[src/rtl/pgdram_pkg.sv]
package pgdram_pkg;

  typedef enum logic [3:0] {
    ST_IDLE,
    ST_CLOSE,
    ST_OPEN,
    ST_RCD,
    ST_COL,
    ST_CL,
    ST_RSP,
    ST_RCLOSE,
    ST_RACT,
    ST_RWB
  } seq_state_e;

  function automatic int max2(input int a, input int b);
    return (a > b) ? a : b;
  endfunction

endpackage

[src/rtl/pgdram_cell_array.sv]
module pgdram_cell_array #(
  parameter int ROWS   = 4,
  parameter int COLS   = 4,
  parameter int WORD_W = 8,
  parameter int ADDR_W = 2
) (
  input  logic              clk,
  input  logic              rst_n,
  input  logic              row_stb,
  input  logic              col_stb,
  input  logic              wb,
  input  logic              wr,
  input  logic [ADDR_W-1:0] addr,
  input  logic [WORD_W-1:0] wdata,
  output logic [WORD_W-1:0] rdata
);
  localparam int ROW_W = $clog2(ROWS);
  localparam int COL_W = $clog2(COLS);

  logic [ROWS-1:0][COLS-1:0][WORD_W-1:0] cells;
  logic [COLS-1:0][WORD_W-1:0]           rowbuf;
  logic [ROW_W-1:0]                      buf_row;

  // Row strobe loads a row, column strobe touches one word of the buffer,
  // write-back returns the whole buffer to the row it came from.
  always_ff @(posedge clk or negedge rst_n) begin
    if (!rst_n) begin
      cells   <= '0;
      rowbuf  <= '0;
      buf_row <= '0;
      rdata   <= '0;
    end else begin
      if (row_stb) begin
        rowbuf  <= cells[addr[ROW_W-1:0]];
        buf_row <= addr[ROW_W-1:0];
      end
      if (wb) begin
        cells[buf_row] <= rowbuf;
      end
      if (col_stb) begin
        if (wr) rowbuf[addr[COL_W-1:0]] <= wdata;
        else    rdata <= rowbuf[addr[COL_W-1:0]];
      end
    end
  end
endmodule

[src/rtl/pgdram_refresh_timer.sv]
module pgdram_refresh_timer #(
  parameter int REFRESH_CYCLES = 1000
) (
  input  logic clk,
  input  logic rst_n,
  input  logic done,
  output logic pending
);
  localparam int CNT_W = $clog2(REFRESH_CYCLES);

  logic [CNT_W-1:0] cnt;

  always_ff @(posedge clk or negedge rst_n) begin
    if (!rst_n) begin
      cnt     <= '0;
      pending <= 1'b0;
    end else if (cnt == CNT_W'(REFRESH_CYCLES - 1)) begin
      cnt     <= '0;
      pending <= 1'b1;
    end else begin
      cnt <= cnt + CNT_W'(1);
      if (done) pending <= 1'b0;
    end
  end
endmodule

[src/rtl/pgdram_sequencer.sv]
module pgdram_sequencer
  import pgdram_pkg::*;
#(
  parameter int ROWS   = 4,
  parameter int COLS   = 4,
  parameter int WORD_W = 8,
  parameter int T_RCD  = 2,
  parameter int T_CL   = 2,
  localparam int ROW_W  = $clog2(ROWS),
  localparam int COL_W  = $clog2(COLS),
  localparam int ADDR_W = max2(ROW_W, COL_W)
) (
  input  logic              clk,
  input  logic              rst_n,
  input  logic              req_valid,
  output logic              req_ready,
  input  logic [ROW_W-1:0]  req_row,
  input  logic [COL_W-1:0]  req_col,
  input  logic              req_write,
  input  logic [WORD_W-1:0] req_wdata,
  input  logic              refresh_pending,
  output logic              refresh_done,
  output logic              row_stb,
  output logic              col_stb,
  output logic              wb,
  output logic              wr,
  output logic [ADDR_W-1:0] mux_addr,
  output logic [WORD_W-1:0] wdata_out,
  output logic              rsp_valid
);
  localparam int WAIT_W = $clog2(max2(T_RCD, T_CL) + 1);

  seq_state_e        state;
  logic [ROW_W-1:0]  lat_row;
  logic [ROW_W-1:0]  open_row;
  logic [ROW_W-1:0]  ref_row;
  logic [COL_W-1:0]  lat_col;
  logic              lat_we;
  logic [WORD_W-1:0] lat_wdata;
  logic              open_vld;
  logic [WAIT_W-1:0] wcnt;
  logic              accept;

  assign req_ready    = (state == ST_IDLE) && !refresh_pending;
  assign accept       = req_valid && req_ready;
  assign refresh_done = (state == ST_RWB) && (ref_row == ROW_W'(ROWS - 1));
  assign wdata_out    = lat_wdata;
  assign rsp_valid    = (state == ST_RSP);

  always_comb begin
    row_stb  = (state == ST_OPEN) || (state == ST_RACT);
    col_stb  = (state == ST_COL);
    wb       = (state == ST_CLOSE) || (state == ST_RCLOSE) || (state == ST_RWB);
    wr       = col_stb && lat_we;
    mux_addr = '0;
    case (state)
      ST_OPEN: mux_addr = ADDR_W'(lat_row);
      ST_RACT: mux_addr = ADDR_W'(ref_row);
      ST_COL:  mux_addr = ADDR_W'(lat_col);
      default: mux_addr = '0;
    endcase
  end

  always_ff @(posedge clk or negedge rst_n) begin
    if (!rst_n) begin
      state     <= ST_IDLE;
      lat_row   <= '0;
      lat_col   <= '0;
      lat_we    <= 1'b0;
      lat_wdata <= '0;
      open_row  <= '0;
      open_vld  <= 1'b0;
      ref_row   <= '0;
      wcnt      <= '0;
    end else begin
      case (state)
        ST_IDLE: begin
          if (refresh_pending) begin
            ref_row <= '0;
            state   <= open_vld ? ST_RCLOSE : ST_RACT;
          end else if (accept) begin
            lat_row   <= req_row;
            lat_col   <= req_col;
            lat_we    <= req_write;
            lat_wdata <= req_wdata;
            if (open_vld && open_row == req_row) state <= ST_COL;
            else if (open_vld)                   state <= ST_CLOSE;
            else                                 state <= ST_OPEN;
          end
        end
        ST_CLOSE: begin
          open_vld <= 1'b0;
          state    <= ST_OPEN;
        end
        ST_OPEN: begin
          open_vld <= 1'b1;
          open_row <= lat_row;
          if (T_RCD <= 1) state <= ST_COL;
          else begin
            wcnt  <= WAIT_W'(1);
            state <= ST_RCD;
          end
        end
        ST_RCD: begin
          if (wcnt == WAIT_W'(T_RCD - 1)) state <= ST_COL;
          else wcnt <= wcnt + WAIT_W'(1);
        end
        ST_COL: begin
          if (lat_we) state <= ST_IDLE;
          else if (T_CL <= 1) state <= ST_RSP;
          else begin
            wcnt  <= WAIT_W'(1);
            state <= ST_CL;
          end
        end
        ST_CL: begin
          if (wcnt == WAIT_W'(T_CL - 1)) state <= ST_RSP;
          else wcnt <= wcnt + WAIT_W'(1);
        end
        ST_RSP: state <= ST_IDLE;
        ST_RCLOSE: begin
          open_vld <= 1'b0;
          state    <= ST_RACT;
        end
        ST_RACT: state <= ST_RWB;
        ST_RWB: begin
          if (ref_row == ROW_W'(ROWS - 1)) state <= ST_IDLE;
          else begin
            ref_row <= ref_row + ROW_W'(1);
            state   <= ST_RACT;
          end
        end
        default: state <= ST_IDLE;
      endcase
    end
  end
endmodule

[src/rtl/pgdram_ctrl.sv]
module pgdram_ctrl
  import pgdram_pkg::*;
#(
  parameter int ROWS           = 4,
  parameter int COLS           = 4,
  parameter int WORD_W         = 8,
  parameter int T_RCD          = 2,
  parameter int T_CL           = 2,
  parameter int REFRESH_CYCLES = 1000,
  localparam int ROW_W  = $clog2(ROWS),
  localparam int COL_W  = $clog2(COLS),
  localparam int ADDR_W = max2(ROW_W, COL_W)
) (
  input  logic              clk,
  input  logic              rst_n,
  input  logic              req_valid,
  output logic              req_ready,
  input  logic [ROW_W-1:0]  req_row,
  input  logic [COL_W-1:0]  req_col,
  input  logic              req_write,
  input  logic [WORD_W-1:0] req_wdata,
  output logic              rsp_valid,
  output logic [WORD_W-1:0] rsp_data,
  output logic              strb_row,
  output logic              strb_col,
  output logic [ADDR_W-1:0] mux_addr
);
  logic              ref_pending;
  logic              ref_done;
  logic              wb;
  logic              wr;
  logic [WORD_W-1:0] arr_wdata;

  pgdram_refresh_timer #(
    .REFRESH_CYCLES(REFRESH_CYCLES)
  ) u_timer (
    .clk    (clk),
    .rst_n  (rst_n),
    .done   (ref_done),
    .pending(ref_pending)
  );

  pgdram_sequencer #(
    .ROWS  (ROWS),
    .COLS  (COLS),
    .WORD_W(WORD_W),
    .T_RCD (T_RCD),
    .T_CL  (T_CL)
  ) u_seq (
    .clk            (clk),
    .rst_n          (rst_n),
    .req_valid      (req_valid),
    .req_ready      (req_ready),
    .req_row        (req_row),
    .req_col        (req_col),
    .req_write      (req_write),
    .req_wdata      (req_wdata),
    .refresh_pending(ref_pending),
    .refresh_done   (ref_done),
    .row_stb        (strb_row),
    .col_stb        (strb_col),
    .wb             (wb),
    .wr             (wr),
    .mux_addr       (mux_addr),
    .wdata_out      (arr_wdata),
    .rsp_valid      (rsp_valid)
  );

  pgdram_cell_array #(
    .ROWS  (ROWS),
    .COLS  (COLS),
    .WORD_W(WORD_W),
    .ADDR_W(ADDR_W)
  ) u_array (
    .clk    (clk),
    .rst_n  (rst_n),
    .row_stb(strb_row),
    .col_stb(strb_col),
    .wb     (wb),
    .wr     (wr),
    .addr   (mux_addr),
    .wdata  (arr_wdata),
    .rdata  (rsp_data)
  );
endmodule

[config.mk]
export PLATFORM = sky130hd
export DESIGN_NAME = pgdram_ctrl
export DESIGN_NICKNAME = d
export VERILOG_FILES = /design/src/rtl/pgdram_pkg.sv /design/src/rtl/pgdram_cell_array.sv /design/src/rtl/pgdram_refresh_timer.sv /design/src/rtl/pgdram_sequencer.sv /design/src/rtl/pgdram_ctrl.sv
export SDC_FILE = /design/constraint.sdc
export NUM_CORES = 1
export LEC_CHECK = 0
export BUFFER_PORTS_ARGS = -buffer_cell sky130_fd_sc_hd__buf_2
export CAP_MARGIN = 10
export CORE_MARGIN = 5
export CORE_UTILIZATION = 45
export CTS_BUF_LIST = sky130_fd_sc_hd__clkbuf_16
export DETAILED_ROUTE_END_ITERATION = 8
export GPL_TIMING_DRIVEN = 1
export PLACE_DENSITY = 0.72
export SLEW_MARGIN = 20
export SYNTH_ARGS = -nofsm -noshare
export SYNTH_HDL_FRONTEND = slang
export SYNTH_SLANG_ARGS = --single-unit
[constraint.sdc]
create_clock -name clk -period 4.45 [get_ports clk]
set_clock_uncertainty 0.2 [all_clocks]
set_input_delay 1.1125 -clock clk [delete_from_list [all_inputs] [get_ports clk]]
set_output_delay 1.1125 -clock clk [all_outputs]
set_load 0.05 [all_outputs]
==> flow_summary.json <==
{
  "status": "complete, no violations",
  "worstSetupPathType": "reg -> out",
  "chipWidth_um": 159,
  "critPathArrivalTime_ns": 2.82,
  "power_density_nw_per_um2": 633,
  "min_period_over_period_pct": 92.9,
  "synth_ff_type": "dfrtp_1",
  "start_util_pct": 45.7,
  "postCtsSetupRepairBufs": 0,
  "dr_wl_met2_um": 11300,
  "peakVddDrop_v": 0.000269,
  "drive_above_1_share_pct": 27.4,
  "synth.yosys.seq_area_share_pct": 51.3,
  "synth_top_area_share_pct": 51.3,
  "antenna_cells": 0,
  "insertion_delay_ns": 0.49,
  "routed_wirelength_um": 23900,
  "end_kind": "output pin",
  "grt_setup_unrepaired": "false",
  "final_nets": 860,
  "cts-hold-fix-buffers": 0,
  "netlist-cell-type-count": 70,
  "clk_pin_slew_worst_paths_ns": 0.06,
  "ctsResizeCount": 0,
  "die_h_um": 159,
  "layout.area.seq_sq_um": 5130,
  "gp_congestion": 0.848,
  "vias": 6807,
  "cp_max_fo": 23,
  "core-area_sq_um": 21900,
  "grt_overflow_total": 0,
  "multi_input_area_sq_um": 4560,
  "drt_pre_antenna_iters": 5,
  "synth_most_common_cell": "dfrtp_1",
  "cts_buffers": 21,
  "reg2reg_slack_ns": 1.05,
  "highest_layer": "met4",
  "wl_met1_um": 10800,
  "syn_area_sq_um": 10000,
  "route.detailed.drc": 0,
  "syn_inst": 836,
  "fillers": 1912,
  "slew_headroom_pct": 26.9,
  "tightest_slew_ns": 1.10,
  "io_buffers": 29,
  "grt_usage_pct": 18.7,
  "grt_pass1_vias": 7108,
  "p_total_uw": 6990,
  "ys_ff_latch": 205,
  "setup_viol_count_final": 0,
  "worst_setup_path_start_kind": "flop",
  "fp-row-count": 54,
  "async_reset_ff_share_pct": 100,
  "synthesis.nets": 856,
  "dieArea_sq_um": 25300,
  "max_cap_violations": 0,
  "antenna_found_initial": 0,
  "slew_viol_final": 0,
  "syn_area_per_cell_sq_um": 12.0,
  "top_level_ports": 30,
  "power.leakage_uw": 0.00523,
  "yosys-top-cells-count": "dfrtp_1, mux2_2, nor2_1",
  "synth_top_area_cell": "dfrtp_1",
  "antenna_left": 0,
  "period_needed_ns": 4.13,
  "hold_path_class": "reg -> reg",
  "numClockSinks": 205,
  "first_iter_violations": 484,
  "grt_max_degree": 76,
  "yosysWarnings": 0,
  "synth_edf_count": 0,
  "via_per_inst": 6.00,
  "fmax_mhz": 242,
  "setup_tns_ns": 0,
  "wl_per_cell_um": 21.1,
  "ctsRootBufferMaster": "clkbuf_16",
  "syn2layout_area_growth_pct": 10.4,
  "htree_levels": 1,
  "cts_tree": "done",
  "cp.required_ns": 3.14,
  "ys_top_cells_by_area": "dfrtp_1, mux2_2, mux2_4, a31oi_1, and4_1",
  "grt_first_pass_wirelength_um": 39300,
  "clockBufferDepth": 3,
  "dp_hpwl_um": 14600,
  "wl_met3_um": 1200,
  "hold_viol_final": 0
}
[layout by cell type (no fill, tap or decap), drive strengths merged, types with 4 or more instances in the layout]
cell and n:
xnor2 4, mux2i 16, buf 41, ha 4, nor2b 6, a41oi 16, clkinv 6, dfrtp 205
and3 34, o221ai 5, xor2 5, a31oi 48, a221oi 4, mux2 143, a21oi 22, and4 32
nor2 55, o21ai 47, or3 5, nand3 4, inv 11, clkbuf 22, a21boi 34, nand2 32
nor3 5
[where the power goes]
part	internal (uW)	switching [uW]	total, uW
clock network	1030	724	1760
logic	925	1320	2240
registers	2410	580	2990
[final timing paths]
path	cells past startpoint	end	from
setup / recovery	4	mux_addr[1]	u_seq.state[3]$_DFFE_PN0P_
hold / removal	1	u_timer.cnt[0]$_DFF_PN0_	u_timer.cnt[0]$_DFF_PN0_
setup reg to reg	6	u_array.rowbuf[17]$_DFF_PN0_	u_seq.state[3]$_DFFE_PN0P_
hold reg to reg	1	u_timer.cnt[0]$_DFF_PN0_	u_timer.cnt[0]$_DFF_PN0_
max in group asynchronous	2	u_array.cells[48]$_DFFE_PN0P_	rst_n
min in group asynchronous	1	u_timer.cnt[4]$_DFF_PN0_	rst_n
[logic make-up after synthesis]
family / share of synthesized area (%)
AND/OR/NAND/NOR: 12.1
XOR/XNOR: 0.788
AO/OA/AOI/OAI: 13.0
buffers and inverters: 3.58
adder cells (fa/ha/maj): 0.500
flip-flops: 51.3
multiplexers: 18.8
[per-stage QoR]
step / worst slack [ns] / hold slack [ns] / utilization [%] / cell area, sq um / std cells
finish: 0.315 / 0.255 / 50.5 / 11000 / 1134
global placement: 0.918 / 0.252 / 47.4 / 10400 / 1097
detailed placement: 0.866 / 0.254 / 47.4 / 10400 / 1097
CTS: 0.341 / 0.262 / 50.5 / 11000 / 1134
global route: 0.159 / 0.266 / 50.5 / 11000 / 1134
floorplan: 1.23 / 0.225 / - / 10000 / 836
[flip-flops by register name, summed over array words and instances (netlist names)]
| name | cells |
|---|---|
| u_timer.cnt | 10 |
| u_seq.open_row | 2 |
| u_seq.open_vld | 1 |
| u_seq.lat_col | 2 |
| u_seq.wdata_out | 8 |
| u_seq.lat_we | 1 |
| u_seq.ref_row | 2 |
| u_array.cells | 128 |
| u_array.buf_row | 2 |
| u_seq.state | 4 |
| u_seq.wcnt | 2 |
| u_seq.lat_row | 2 |
| u_array.rowbuf | 32 |
| u_timer.pending | 1 |
| u_array.rdata | 8 |
[metal layers]
metal	vias up	global-route usage, %
met2	141	29.9
met5	-	0
li1	3121	-
met1	3500	26.4
met4	0	4.81
met3	45	3.55
[cell type report]
class | count | share of cell area [%]
Sequential cell | 205 | 46.4
Multi-Input combinational cell | 563 | 41.2
Clock buffer | 21 | 4.76
Tap cell | 280 | 3.17
Timing Repair Buffer | 42 | 2.73
Clock inverter | 16 | 1.40
Inverter | 7 | 0.261
[worst max-delay path, cell delays in order, from the launching register on]
cell and delay (ns):
dfrtp_1 0.79, nand3b_1 0.24, a21boi_4 0.55, or2_2 0.40
buf_2 0.34
No activity file was read; power rests on OpenSTA's default activity.
